**src/rtl/pic_pkg.sv**
```systemverilog
package pic_pkg;
  localparam int unsigned REG_ADDR_W = 2;

  typedef enum logic [REG_ADDR_W-1:0] {
    SEL_PRIO   = 2'd0,
    SEL_RAW    = 2'd1,
    SEL_MASK   = 2'd2,
    SEL_UNMASK = 2'd3
  } reg_sel_e;
endpackage

```
**src/rtl/irq_regs.sv**
```systemverilog
module irq_regs
  import pic_pkg::*;
#(
  parameter int unsigned NUM_SRC = 8,
  parameter int unsigned PRIO_W  = 4,
  parameter int unsigned DATA_W  = 32,
  parameter logic [NUM_SRC-1:0] SRC_PRESENT = '1
) (
  input  logic                      clk,
  input  logic                      rst_n,
  input  logic [REG_ADDR_W-1:0]     reg_addr,
  input  logic                      reg_we,
  input  logic [DATA_W-1:0]         reg_wdata,
  output logic [DATA_W-1:0]         reg_rdata,
  input  logic [NUM_SRC-1:0]        irq_req,
  output logic [NUM_SRC*PRIO_W-1:0] prio_o,
  output logic [NUM_SRC-1:0]        mask_o,
  output logic [NUM_SRC-1:0]        raw_o
);
  localparam int unsigned PRIO_BITS = NUM_SRC * PRIO_W;

  logic prio_wr, mset_wr, mclr_wr;

  always_comb begin
    prio_wr = reg_we && (reg_addr == SEL_PRIO);
    mset_wr = reg_we && (reg_addr == SEL_MASK);
    mclr_wr = reg_we && (reg_addr == SEL_UNMASK);
  end

  for (genvar i = 0; i < NUM_SRC; i++) begin : g_src
    if (SRC_PRESENT[i]) begin : g_impl
      logic [PRIO_W-1:0] prio_q, prio_d;
      logic              mask_q, mask_d, mask_en;

      always_comb begin
        prio_d  = reg_wdata[i*PRIO_W +: PRIO_W];
        mask_en = (mset_wr || mclr_wr) && reg_wdata[i];
        mask_d  = mset_wr;
      end

      always_ff @(posedge clk or negedge rst_n) begin
        if (!rst_n) begin
          prio_q <= '0;
          mask_q <= 1'b1;
        end else begin
          if (prio_wr) prio_q <= prio_d;
          if (mask_en) mask_q <= mask_d;
        end
      end

      assign prio_o[i*PRIO_W +: PRIO_W] = prio_q;
      assign mask_o[i] = mask_q;
      assign raw_o[i]  = irq_req[i];
    end else begin : g_rsvd
      assign prio_o[i*PRIO_W +: PRIO_W] = '0;
      assign mask_o[i] = 1'b0;
      assign raw_o[i]  = 1'b0;
    end
  end

  always_comb begin
    reg_rdata = '0;
    unique case (reg_addr)
      SEL_PRIO:   reg_rdata[PRIO_BITS-1:0] = prio_o;
      SEL_RAW:    reg_rdata[NUM_SRC-1:0]   = raw_o;
      SEL_MASK:   reg_rdata[NUM_SRC-1:0]   = mask_o;
      default:    reg_rdata = '0;
    endcase
  end

  // after a write to the mask word, every written 1 is masked
  a_r4_mask_set: assert property (@(posedge clk) disable iff (!rst_n)
    (reg_we && reg_addr == SEL_MASK) |=>
      ((mask_o & $past(reg_wdata[NUM_SRC-1:0]) & SRC_PRESENT) ==
       ($past(reg_wdata[NUM_SRC-1:0]) & SRC_PRESENT)));

  // after a write to the mask-clear word, every written 1 is unmasked
  a_r5_mask_clear: assert property (@(posedge clk) disable iff (!rst_n)
    (reg_we && reg_addr == SEL_UNMASK) |=>
      ((mask_o & $past(reg_wdata[NUM_SRC-1:0])) == '0));

  // reserved slots never expose a mask or a request
  a_r2_reserved_quiet: assert property (@(posedge clk) disable iff (!rst_n)
    ((mask_o | raw_o) & ~SRC_PRESENT) == '0);
endmodule

```
**src/rtl/irq_arbiter.sv**
```systemverilog
module irq_arbiter #(
  parameter int unsigned NUM_SRC = 8,
  parameter int unsigned PRIO_W  = 4,
  localparam int unsigned SRC_W  = (NUM_SRC > 1) ? $clog2(NUM_SRC) : 1
) (
  input  logic                      clk,
  input  logic                      rst_n,
  input  logic [NUM_SRC*PRIO_W-1:0] prio_i,
  input  logic [NUM_SRC-1:0]        mask_i,
  input  logic [NUM_SRC-1:0]        raw_i,
  output logic [PRIO_W-1:0]         level_o,
  output logic [SRC_W-1:0]          src_o
);
  logic [NUM_SRC-1:0] elig;
  logic [PRIO_W-1:0]  best_lvl;
  logic [SRC_W-1:0]   best_src;

  always_comb begin
    for (int i = 0; i < NUM_SRC; i++) begin
      elig[i] = raw_i[i] && !mask_i[i] && (prio_i[i*PRIO_W +: PRIO_W] != '0);
    end
  end

  // Walk from the top index down; ">=" lets lower indices take ties.
  always_comb begin
    best_lvl = '0;
    best_src = '0;
    for (int i = NUM_SRC - 1; i >= 0; i--) begin
      if (elig[i] && (prio_i[i*PRIO_W +: PRIO_W] >= best_lvl)) begin
        best_lvl = prio_i[i*PRIO_W +: PRIO_W];
        best_src = SRC_W'(i);
      end
    end
  end

  always_ff @(posedge clk or negedge rst_n) begin
    if (!rst_n) begin
      level_o <= '0;
      src_o   <= '0;
    end else begin
      level_o <= best_lvl;
      src_o   <= best_src;
    end
  end

  // no request in the previous cycle means no level now
  a_r6_idle_zero: assert property (@(posedge clk) disable iff (!rst_n)
    ($past(raw_i) == '0) |-> (level_o == '0));

  // a nonzero level belongs to a source that was requesting and unmasked
  a_r6_winner_eligible: assert property (@(posedge clk) disable iff (!rst_n)
    (level_o != '0) |->
      ((($past(raw_i & ~mask_i) >> src_o) & {{(NUM_SRC-1){1'b0}}, 1'b1}) != '0));

  // idle level reports source 0
  a_r8_idle_src: assert property (@(posedge clk) disable iff (!rst_n)
    (level_o == '0) |-> (src_o == '0));
endmodule

```
**src/rtl/periph_irq_ctrl.sv**
```systemverilog
module periph_irq_ctrl
  import pic_pkg::*;
#(
  parameter int unsigned NUM_SRC = 8,
  parameter int unsigned PRIO_W  = 4,
  parameter int unsigned DATA_W  = 32,
  parameter logic [NUM_SRC-1:0] SRC_PRESENT = 8'h3F,
  localparam int unsigned SRC_W  = (NUM_SRC > 1) ? $clog2(NUM_SRC) : 1
) (
  input  logic                  clk,
  input  logic                  rst_n,
  input  logic [REG_ADDR_W-1:0] reg_addr,
  input  logic                  reg_we,
  input  logic [DATA_W-1:0]     reg_wdata,
  output logic [DATA_W-1:0]     reg_rdata,
  input  logic [NUM_SRC-1:0]    irq_req,
  output logic [PRIO_W-1:0]     irq_level,
  output logic [SRC_W-1:0]      irq_src
);
  logic [1:0]                rst_sync_q;
  logic                      rst_int_n;
  logic [NUM_SRC*PRIO_W-1:0] prio;
  logic [NUM_SRC-1:0]        mask;
  logic [NUM_SRC-1:0]        raw;

  // Assert asynchronously, release on the clock
  always_ff @(posedge clk or negedge rst_n) begin
    if (!rst_n) rst_sync_q <= '0;
    else        rst_sync_q <= {rst_sync_q[0], 1'b1};
  end
  assign rst_int_n = rst_sync_q[1];

  irq_regs #(
    .NUM_SRC(NUM_SRC), .PRIO_W(PRIO_W), .DATA_W(DATA_W), .SRC_PRESENT(SRC_PRESENT)
  ) u_regs (
    .clk(clk), .rst_n(rst_int_n),
    .reg_addr(reg_addr), .reg_we(reg_we), .reg_wdata(reg_wdata), .reg_rdata(reg_rdata),
    .irq_req(irq_req), .prio_o(prio), .mask_o(mask), .raw_o(raw)
  );

  irq_arbiter #(
    .NUM_SRC(NUM_SRC), .PRIO_W(PRIO_W)
  ) u_arb (
    .clk(clk), .rst_n(rst_int_n),
    .prio_i(prio), .mask_i(mask), .raw_i(raw),
    .level_o(irq_level), .src_o(irq_src)
  );

  // while held in reset the outputs stay idle
  a_r9_reset_idle: assert property (@(posedge clk)
    (!rst_int_n && !$past(rst_int_n)) |-> (irq_level == '0 && irq_src == '0));
endmodule

```
**config.mk**
```make
export PLATFORM = sky130hd
export DESIGN_NAME = periph_irq_ctrl
export DESIGN_NICKNAME = d
export VERILOG_FILES = /design/src/rtl/pic_pkg.sv /design/src/rtl/irq_regs.sv /design/src/rtl/irq_arbiter.sv /design/src/rtl/periph_irq_ctrl.sv
export SDC_FILE = /design/constraint.sdc
export NUM_CORES = 1
export LEC_CHECK = 0
export BUFFER_PORTS_ARGS = -buffer_cell sky130_fd_sc_hd__clkbuf_2
export CAP_MARGIN = 20
export CORE_ASPECT_RATIO = 0.5
export CORE_MARGIN = 5
export CORE_UTILIZATION = 28
export CTS_CLUSTER_DIAMETER = 50
export DETAILED_ROUTE_END_ITERATION = 6
export PLACE_DENSITY = 0.53
export SYNTH_ARGS = -nofsm -noshare
export SYNTH_HDL_FRONTEND = slang
export SYNTH_SLANG_ARGS = --single-unit
export TNS_END_PERCENT = 30
```
**constraint.sdc**
```tcl
create_clock -name clk -period 1.6 [get_ports clk]
set_input_delay 0.32 -clock clk [delete_from_list [all_inputs] [get_ports clk]]
set_output_delay 0.32 -clock clk [all_outputs]
set_load 0.01 [all_outputs]
```
* Yosys cells after proc, flatten, opt, wreduce, memory -nomap -nowiden
Cells that the tools add are included.
** Word-level totals
- Latch bits :: 0
- Logic and storage cells :: 79
- ROM bits :: 0
- Bits in registers :: 39
- Output and inout bits :: 39
- Memories kept :: 0
- RAM bits :: 0
** Cells by class
- Shifts and indexed selects :: 0
- Magnitude comparators :: 6
- $mul :: 0
- Multiplexer cells :: 14
- Eq/ne operators :: 3
- Bitwise operators :: 0
- Reductions and logical operators :: 41
- Add/subtract/negate cells :: 0
- Divide/modulo/power cells :: 0
** Operators by type and width (number)
- $logic_and A1 B1 Y1 :: 27
- $mux W4 :: 6
- $pmux W8 S3 :: 1
- $reduce_bool A4 Y1 :: 6
- $ge A4 B4 Y1 :: 5
- $mux W3 :: 6
- $mux W16 :: 1
- $logic_not A1 Y1 :: 6
- $eq A2 B2 Y1 const B :: 2
- $ge A4 B1 Y1 const B :: 1
- $eq A2 B1 Y1 const B :: 1
- $logic_not A2 Y1 :: 1
- $logic_or A1 B1 Y1 :: 1

* Longest topological paths before layout
Gate-level depths: netlist of run 1.
- Depth in word-level cells :: 20
- Depth in mapped cells :: 40
- Depth with buffers taken out :: 40

* By module
Synthesis of run 1 repeated with hierarchy kept, for this count alone.
** Unflattened totals
- Cells, all modules :: 353
- Area total of the unflattened synthesis :: 3360.7 µm²
** Modules (own cells, without submodules)
- irq_regs :: times used 1, cells an instance 145, area each 1689.1 µm², seq. area each 758.2 µm²
- irq_arbiter :: times used 1, cells an instance 205, area each 1617.8 µm², seq. area each 175.2 µm²
- periph_irq_ctrl :: times used 1, cells an instance 3, area each 53.8 µm², seq. area each 50.0 µm²

* Least setup slack after synthesis of run 1
Ideal clock, no wire load.
- Path type :: register to register
- Start point :: register u_regs.g_src[5].g_impl.mask_q
- End point :: register u_arb.level_o[1]
- Slack :: -6061 ps
- Arrival :: 7529 ps
- Period minus slack after synthesis :: 7661 ps
- Stages on the path, launching flop included :: 40
- Setup time :: 132 ps
- Path through :: dfstp_2 > nor2b_4 > and2_1 > ha_1 > nor3b_1 > o21ai_1 > nand2_2 > nand2_1 > o21ai_0 > ha_1 > nand2b_1 > o41ai_1 > a22oi_1 > o2111a_1 > or3_1 > and2_2 > ha_1 > nand2b_1 > [... 4 more ...] > a31oi_1 > inv_1 > ha_1 > nand2b_1 > a21o_1 > a21o_1 > a21oi_1 > nor4b_1 > inv_1 > mux2_2 > ha_1 > a21o_1 > a21o_1 > a21oi_1 > nor4b_1 > nor2b_1 > a22oi_1 > o21ai_0
** On the way
- Word-level cells in the longest chain between the ends :: 20
** RTL lines
- start, declared :: RTL line irq_regs.sv:33 : logic mask_q, mask_d, mask_en;
- start signal, assigned :: RTL line irq_regs.sv:47 : if (mask_en) mask_q <= mask_d;
- $logic_not A1 Y1 * :: RTL line irq_arbiter.sv:20 : elig[i] = raw_i[i] && !mask_i[i] && (prio_i[i*PRIO_W +: PRIO_W] != '0);
- $logic_and A1 B1 Y1 * (2 in a row) :: RTL line irq_arbiter.sv:20
- $logic_and A1 B1 Y1 * :: RTL line irq_arbiter.sv:29 : if (elig[i] && (prio_i[i*PRIO_W +: PRIO_W] >= best_lvl)) begin
- $mux W4 * :: RTL line irq_arbiter.sv:29
- $ge A4 B4 Y1 :: RTL line irq_arbiter.sv:29
- $logic_and A1 B1 Y1 :: RTL line irq_arbiter.sv:29
- $mux W4 * :: RTL line irq_arbiter.sv:29
- $ge A4 B4 Y1 :: RTL line irq_arbiter.sv:29
- [... 4 more ...]
- $mux W4 * :: RTL line irq_arbiter.sv:29
- $ge A4 B4 Y1 :: RTL line irq_arbiter.sv:29
- $logic_and A1 B1 Y1 :: RTL line irq_arbiter.sv:29
- $mux W4 * :: RTL line irq_arbiter.sv:29
- $ge A4 B4 Y1 :: RTL line irq_arbiter.sv:29
- $logic_and A1 B1 Y1 :: RTL line irq_arbiter.sv:29
- $mux W4 * :: RTL line irq_arbiter.sv:29
- named net u_arb.best_lvl[1] :: RTL line irq_arbiter.sv:15 : logic [PRIO_W-1:0] best_lvl;
- end signal, assigned :: RTL line irq_arbiter.sv:41 : level_o <= best_lvl;
- end, declared :: RTL line irq_arbiter.sv:11 : output logic [PRIO_W-1:0] level_o,
Mark *: on every way through the listed nets, which the timed path passes. The rest lies on a longest branch.
A chain may end at the register's enable or synchronous reset.

* Worst setup path in the final report of run 1
- Start point :: register u_regs.g_src[5].g_impl.mask_q
- End point :: register u_arb.src_o[2]
** On the way
- Word-level cells in the longest chain between the ends :: 20
- Elaborated cells between the ends (all ways) :: 25
- Classes of those cells :: 5 x order compare; 11 x mux; 9 x reduce/logical
** RTL lines
- $logic_not A1 Y1 * :: RTL line irq_arbiter.sv:20
- $logic_and A1 B1 Y1 * (2 in a row) :: RTL line irq_arbiter.sv:20
- $logic_and A1 B1 Y1 * :: RTL line irq_arbiter.sv:29
- $mux W4 :: RTL line irq_arbiter.sv:29
- $ge A4 B4 Y1 :: RTL line irq_arbiter.sv:29
- $logic_and A1 B1 Y1 :: RTL line irq_arbiter.sv:29
- $mux W4 :: RTL line irq_arbiter.sv:29
- $ge A4 B4 Y1 :: RTL line irq_arbiter.sv:29
- [... 4 more ...]
- $mux W4 :: RTL line irq_arbiter.sv:29
- $ge A4 B4 Y1 :: RTL line irq_arbiter.sv:29
- $logic_and A1 B1 Y1 :: RTL line irq_arbiter.sv:29
- $mux W4 :: RTL line irq_arbiter.sv:29
- $ge A4 B4 Y1 :: RTL line irq_arbiter.sv:29
- $logic_and A1 B1 Y1 :: RTL line irq_arbiter.sv:29
- $mux W3 * :: RTL line irq_arbiter.sv:29
- named net u_arb.best_src[2] :: RTL line irq_arbiter.sv:16 : logic [SRC_W-1:0] best_src;
- end signal, assigned :: RTL line irq_arbiter.sv:42 : src_o <= best_src;
- end, declared :: RTL line irq_arbiter.sv:12 : output logic [SRC_W-1:0] src_o
Marks and branches as above.

==> qor.yml, run 1 <==
outcome: "finished with violations"
violations: "negative setup slack"
path_max_fanout: 5
worstHoldPathType: "in -> reg"
yosysWarnings: 0
setup_viol: 7
layout-drive-gt1-share_pct: 54.8
crit_path_start_kind: "flip-flop"
clk_latency_ns: 0.29
p_switching_w: 0.00203
grt_antenna_before_repair: 0
clock_skew_ns: 0.0102
num_vias: 2744
path_class: "reg -> reg"
io_buffers: 65
intPower_w: 0.00388
dp_cells: 550
crit_family: "compound AO/OA/AOI/OAI gates"
fin_nets: 512
fmax_mhz: 140
gp_congestion: 0.873
max_stage_delay_ns: 0.56
die-area_um2: 11400
maxCapViolations: 0
pwr-share-seq_pct: 22.7
synth_edf_count: 0
report.final.slew_viol_count: 0
netlist_area_um2: 2580
antennaDiodeCount: 0
cp.required_ns: 1.79
grt_usage_pct: 15.3
ant_nets: 0
arrival_ns: 7.34
utilization_pct: 47.9
hold_ws_ns: 0.235
fp.dieH_um: 77.9
ys_types: 49
slowest_stage: "dfstp_2"
critPathBufInv: 2
combPwrFrac_pct: 54.8
root_buffer: "clkbuf_16"
core_um2: 8860
clk_pin_slew_ns: 0.07
viasPerCell: 4.83
p_leak_nw: 2.07
overflow: 0
power.density_nw_per_um2: 1390
area_growth_pct: 64.3
cts_tree: "yes"
wl_per_cell_um: 15.4
h-tree-depth: 2
p_sw_share_pct: 34.4
dp_hpwl_um: 6840
drtIter0Drc: 103
synth_area_per_cell_um2: 9.15
wirelength_um: 8720
period_needed_ns: 7.14
setup_slack_ns: -5.54
p_clk_share_pct: 22.5
clockBufferDepth: 2
crit_top_cell: "a21o_1"
synth_ff_type: "dfrtp_1"
ios: 84
row_count: 24
ys_ff_latch: 39
hold_viol_final: 0
die_w_um: 146
grt_pass1_wl_um: 14300
fin_crit_sh_pct: 446
synthCells: 282
end_kind: "flip-flop"
worst_pin_slew_ns: 0.521
rsz0062_at_grt: "yes"
relSlewSlack_pct: 64.8
drtPass1Iterations: 4
initial_core_util_pct: 29.1
dp_slack_ns: -5.62
async_flop_share_pct: 100
grt_max_degree: 38
cts_buffers: 5
clkSinkCount: 39
max-vdd-ir-drop_mv: 0.561
final_cells: 568
route.detailed.drc: 0
first_global_vias: 2825
ys_seq_area_share_pct: 38.1
[worst paths after layout]
| check | start | endpoint | slack, ns | cells past startpoint |
|---|---|---|---|---|
| min in group asynchronous | rst_sync_q[1]$_DFF_PN0_ | u_regs.g_src[4].g_impl.prio_q[3]$_DFFE_PN0P_ | 0.30 | 1 |
| worst max-delay path | u_regs.g_src[5].g_impl.mask_q$_DFFE_PN1P_ | u_arb.src_o[2]$_DFF_PN0_ | -5.54 | 39 |
| worst min register to register | rst_sync_q[1]$_DFF_PN0_ | u_regs.g_src[4].g_impl.prio_q[3]$_DFFE_PN0P_ | 0.30 | 1 |
| worst max register to register | u_regs.g_src[5].g_impl.mask_q$_DFFE_PN1P_ | u_arb.src_o[2]$_DFF_PN0_ | -5.54 | 39 |
| worst min-delay path | reg_wdata[16] | u_regs.g_src[4].g_impl.prio_q[0]$_DFFE_PN0P_ | 0.24 | 3 |
| max in group asynchronous | rst_sync_q[1]$_DFF_PN0_ | u_regs.g_src[3].g_impl.mask_q$_DFFE_PN1P_ | 0.94 | 1 |
[worst reg2reg max path, delay by kind of cell, from the launching register on]
| family | cells | cell delay, ns |
|---|---|---|
| and+or+nand+nor | 15 | 2.31 |
| muxes | 1 | 0.22 |
| buffers and inverters | 2 | 0.19 |
| adders and majority gates | 5 | 1.24 |
| AOI/OAI and AO/OA | 16 | 2.49 |
| DFF | 1 | 0.56 |
[what timing repair did]
action / 4_1_cts / 5_1_grt
pin swaps: 13 / 6
buffers inserted: 6 / 3
hold buffers: 1 / 0
resized for setup: 9 / 33
endpoints found under the hold margin: 2 / 0
setup endpoints to repair: 7 / 14
[stage by stage]
step                TNS, ns  cell area, µm²  power (W)
finish               -38.43            4240    0.00592
global route         -41.06            4240    0.00630
detailed placement   -38.96            3820    0.00417
floorplan            -36.40            2720    0.00284
global placement     -36.92            3820    0.00410
CTS                  -38.00            4130    0.00571
[layout by cell type (no fill, tap or decap), types with 6 or more instances in the layout]
master and instances:
inv_1 15, nand2_1 35, nand2_2 6, o21ai_1 7, mux2i_1 7, clkbuf_2 59
nor3_1 6, a21oi_1 7, ha_1 13, and2_1 12, dfstp_2 6, dfrtp_1 33
a21o_1 6, buf_2 6, buf_4 104, o21ai_0 25, mux2_2 13, conb_1 9
[layer usage]
layer	vias up	GRT usage, %	wire length (µm)
met5	-	0	0
met4	0	3.31	69
met3	9	3.03	358
met1	1331	20.6	4180
met2	66	25.7	4110
li1	1338	-	-
[power by group through the flow]
stage               combinational, W  clock, W  sequential [W]
finish                       0.00324   0.00133         0.00134
global route                 0.00354   0.00139         0.00137
CTS                          0.00301   0.00135         0.00134
detailed placement           0.00282         0         0.00135
global placement             0.00274         0         0.00136
floorplan                    0.00140         0         0.00143
[cells in the mapped netlist, types with 3 or more instances]
cell type | number | area, µm²
mux2i_1 | 8 | 80.1
a21oi_1 | 10 | 50.1
nand2b_1 | 5 | 31.3
mux2_2 | 14 | 158
nand2_1 | 40 | 150
dfstp_2 | 6 | 158
inv_1 | 16 | 60.1
a211oi_1 | 3 | 22.5
o21ai_0 | 34 | 170
ha_1 | 17 | 213
a21o_1 | 6 | 45.0
dfrtp_1 | 33 | 826
nor3_1 | 8 | 40.0
buf_4 | 8 | 60.1
and2_1 | 14 | 87.6
nor2_1 | 3 | 11.3
clkbuf_1 | 7 | 26.3
nor4_1 | 4 | 25.0
a31oi_1 | 4 | 25.0
a22oi_1 | 4 | 30.0
[state kept, by name, summed over array words and instances (netlist names)]
register,cells
u_regs.g_src.g_impl.mask_q,6
rst_sync_q,2
u_arb.level_o,4
u_arb.src_o,3
u_regs.g_src.g_impl.prio_q,24
[area by class of cell]
class                           instances  area, µm²
Fill cell                             846       4620
Sequential cell                        39        983
Multi-Input combinational cell        217       1730
Clock inverter                          3       67.6
Inverter                               16       60.1
Timing Repair Buffer                  171       1130
Tap cell                              117        146
Clock buffer                            5        125
[cells by family (layout without fill, tap and decap cells)]
group,count (synthesis),count (layout),synth area share (%)
AOI/OAI and AO/OA,78,78,19.7
adders and majority gates,17,17,8.24
buffers and inverters,33,195,5.96
DFF,39,39,38.1
muxes,22,22,9.21
other,2,9,0.291
and+or+nand+nor,91,91,18.5
(Power assumes the default switching activity.)
==> inputs of run 2 (changes only) <==
- CAP_MARGIN: 20 -> 0
- CTS_BUF_LIST: unset -> sky130_fd_sc_hd__clkbuf_4
- CTS_CLUSTER_DIAMETER: 50 -> unset
==> run 2 against run 1 <==
The flow still finishes with violations (negative setup slack). Non-clock buffer count increased by 1. Count of clock-buffer cells in the layout unchanged. Wire length increased by 0.23%. Sequential share of layout area increased by 0.20 points. Die area unchanged. Largest cell class unchanged.
==> qor.yml, run 2 (synthesis gave the netlist of run 1 again) <==
multi_input_area_um2: 1730  # +0.14%
crit_top_cell: "a21o_1"
period_needed_ns: 7.13  # -0.0111 ns
max_stage_delay_ns: 0.42  # -0.14 ns
path_max_fanout: 5  # unchanged
setup_tns_ns: -38.51  # -0.0815 ns
layout_common_cells: "buf_4 (94), clkbuf_2 (55), nand2_1 (34)"
arrival_ns: 7.41  # +0.07 ns
h-tree-depth: 2  # unchanged
setup_slack_ns: -5.53  # +0.0111 ns
top_register: "u_regs.g_src.g_impl.prio_q"
hold_ws_ns: 0.132  # -0.103 ns
ios: 84  # unchanged
critPathBufInv: 2  # unchanged
hold_viol_final: 0  # unchanged
clock_skew_ns: 0.0269  # +0.0167 ns
gp_congestion: 0.873  # unchanged
die-area_um2: 11400  # unchanged
clkSinkCount: 39  # unchanged
relSlewSlack_pct: 66.7  # +1.8 points
utilization_pct: 47.5  # -0.41 points
cp.required_ns: 1.88  # +0.09 ns
slowest_stage: "dfstp_2"
grt_antenna_before_repair: 0  # unchanged
fp.dieH_um: 77.9  # unchanged
dp_hpwl_um: 6840  # unchanged
outcome: "finished with violations"
initial_core_util_pct: 29.1  # unchanged
die_w_um: 146  # unchanged
clk_latency_ns: 0.38  # +0.09 ns
grt_max_degree: 38  # unchanged
largest_reg_flops: 24  # unchanged
fmax_mhz: 140  # +0.16%
antennaDiodeCount: 0  # unchanged
first_global_vias: 2865  # +1.4%
path_class: "reg -> reg"
route.detailed.drc: 0  # unchanged
cts_tree: "yes"
cts_buffers: 5  # unchanged
clk_pin_slew_ns: 0.15  # +0.08 ns
rsz0062_at_grt: "yes"
num_vias: 2729  # -0.55%
area_growth_pct: 62.9
wirelength_um: 8740  # +0.23%
core_um2: 8860  # unchanged
fin_crit_sh_pct: 446  # -0.69 points
layout.area.seq_um2: 983  # unchanged
root_buffer: "clkbuf_4"
fin_nets: 513  # +0.20%
drtPass1Iterations: 4  # unchanged
layout-drive-gt1-share_pct: 56.4  # +1.6 points
power.density_nw_per_um2: 1300  # -6.9%
overflow: 0  # unchanged
row_count: 24  # unchanged
violations: "negative setup slack"
setup_viol: 14  # +7
fillers: 848  # +0.24%
reg_top3: "u_regs.g_src.g_impl.prio_q x24, u_regs.g_src.g_impl.mask_q x6, u_arb.level_o x4"
final_common_cell: "buf_4"
io_buffers: 65  # unchanged
p_leak_nw: 2.04  # -1.6%
maxCapViolations: 0  # unchanged
worst_pin_slew_ns: 0.494  # -0.0271 ns
timing.reg2reg.setup_slack_ns: -5.53  # about the same
crit_path_start_kind: "flip-flop"
drtIter0Drc: 144  # +40%
ant_nets: 0  # unchanged
worstHoldPathType: "in -> reg"
report.final.slew_viol_count: 0  # unchanged
max-vdd-ir-drop_mv: 0.422  # -25%
viasPerCell: 4.80  # -0.72%
grt_usage_pct: 15.5  # +0.21 points
wl_per_cell_um: 15.4  # about the same
clockBufferDepth: 2  # unchanged
grt_pass1_wl_um: 14500  # +1.3%
end_kind: "flip-flop"
crit_family: "compound AO/OA/AOI/OAI gates"
==> run 2: changes by cell type in the layout (fill, tap and decap cells not counted), sizes merged <==
cell and change:
clkbuf -4, buf +5
==> run 2: tightest hold or removal path, cell delays in order <==
cell and delay (ns):
clkbuf_2 0.08, nand2_1 0.03, o21ai_0 0.06
==> run 2: cell type report <==
type / count / area share [%]
clock buffers: 5 / 0.893
clock inverters: 3 / 1.61
multi-input cells: 217 / 41.2
well taps: 117 / 3.48
repair buffers: 172 / 28.0
inverters: 16 / 1.43
flip-flops and latches: 39 / 23.4
==> run 2: repair_timing <==
action,4_1_cts,5_1_grt
endpoints found under the setup margin,18,22
endpoints found under the hold margin,2,0
gates resized for setup,32,31
hold buffers,1,0
pin swaps,16,10
setup buffers,7,3
==> run 2: worst paths after layout <==
kind | from | end | cells past startpoint
setup / recovery | u_regs.g_src[5].g_impl.mask_q$_DFFE_PN1P_ | u_arb.level_o[1]$_DFF_PN0_ | 39
hold / removal | reg_wdata[16] | u_regs.g_src[4].g_impl.prio_q[0]$_DFFE_PN0P_ | 3
setup reg to reg | u_regs.g_src[5].g_impl.mask_q$_DFFE_PN1P_ | u_arb.level_o[1]$_DFF_PN0_ | 39
hold reg to reg | rst_sync_q[1]$_DFF_PN0_ | u_arb.src_o[1]$_DFF_PN0_ | 1
max in group asynchronous | rst_sync_q[1]$_DFF_PN0_ | u_regs.g_src[3].g_impl.mask_q$_DFFE_PN1P_ | 1
min in group asynchronous | rst_n | rst_sync_q[0]$_DFF_PN0_ | 2
==> run 2: per-stage QoR <==
step                power (W)  area (µm²)  setup WS [ns]  std cells
global placement      0.00410        3820          -5.32        550
floorplan             0.00284        2720          -5.25        289
finish                0.00546        4210          -5.53        569
global route          0.00586        4210          -5.97        569
CTS                   0.00535        4120          -5.48        566
detailed placement    0.00417        3820          -5.62        550
==> run 2: layer usage <==
metal	routed length, µm	GRT usage [%]
met5	0	0
met4	141	3.88
met3	360	3.38
met2	4110	26.2
met1	4130	20.4
==> run 2: report_power, final <==
| part | switching (W) | internal (W) | total [W] |
|---|---|---|---|
| sequential | 0.000130 | 0.00122 | 0.00135 |
| combinational | 0.00147 | 0.00178 | 0.00325 |
| clock | 0.000377 | 0.000486 | 0.000863 |
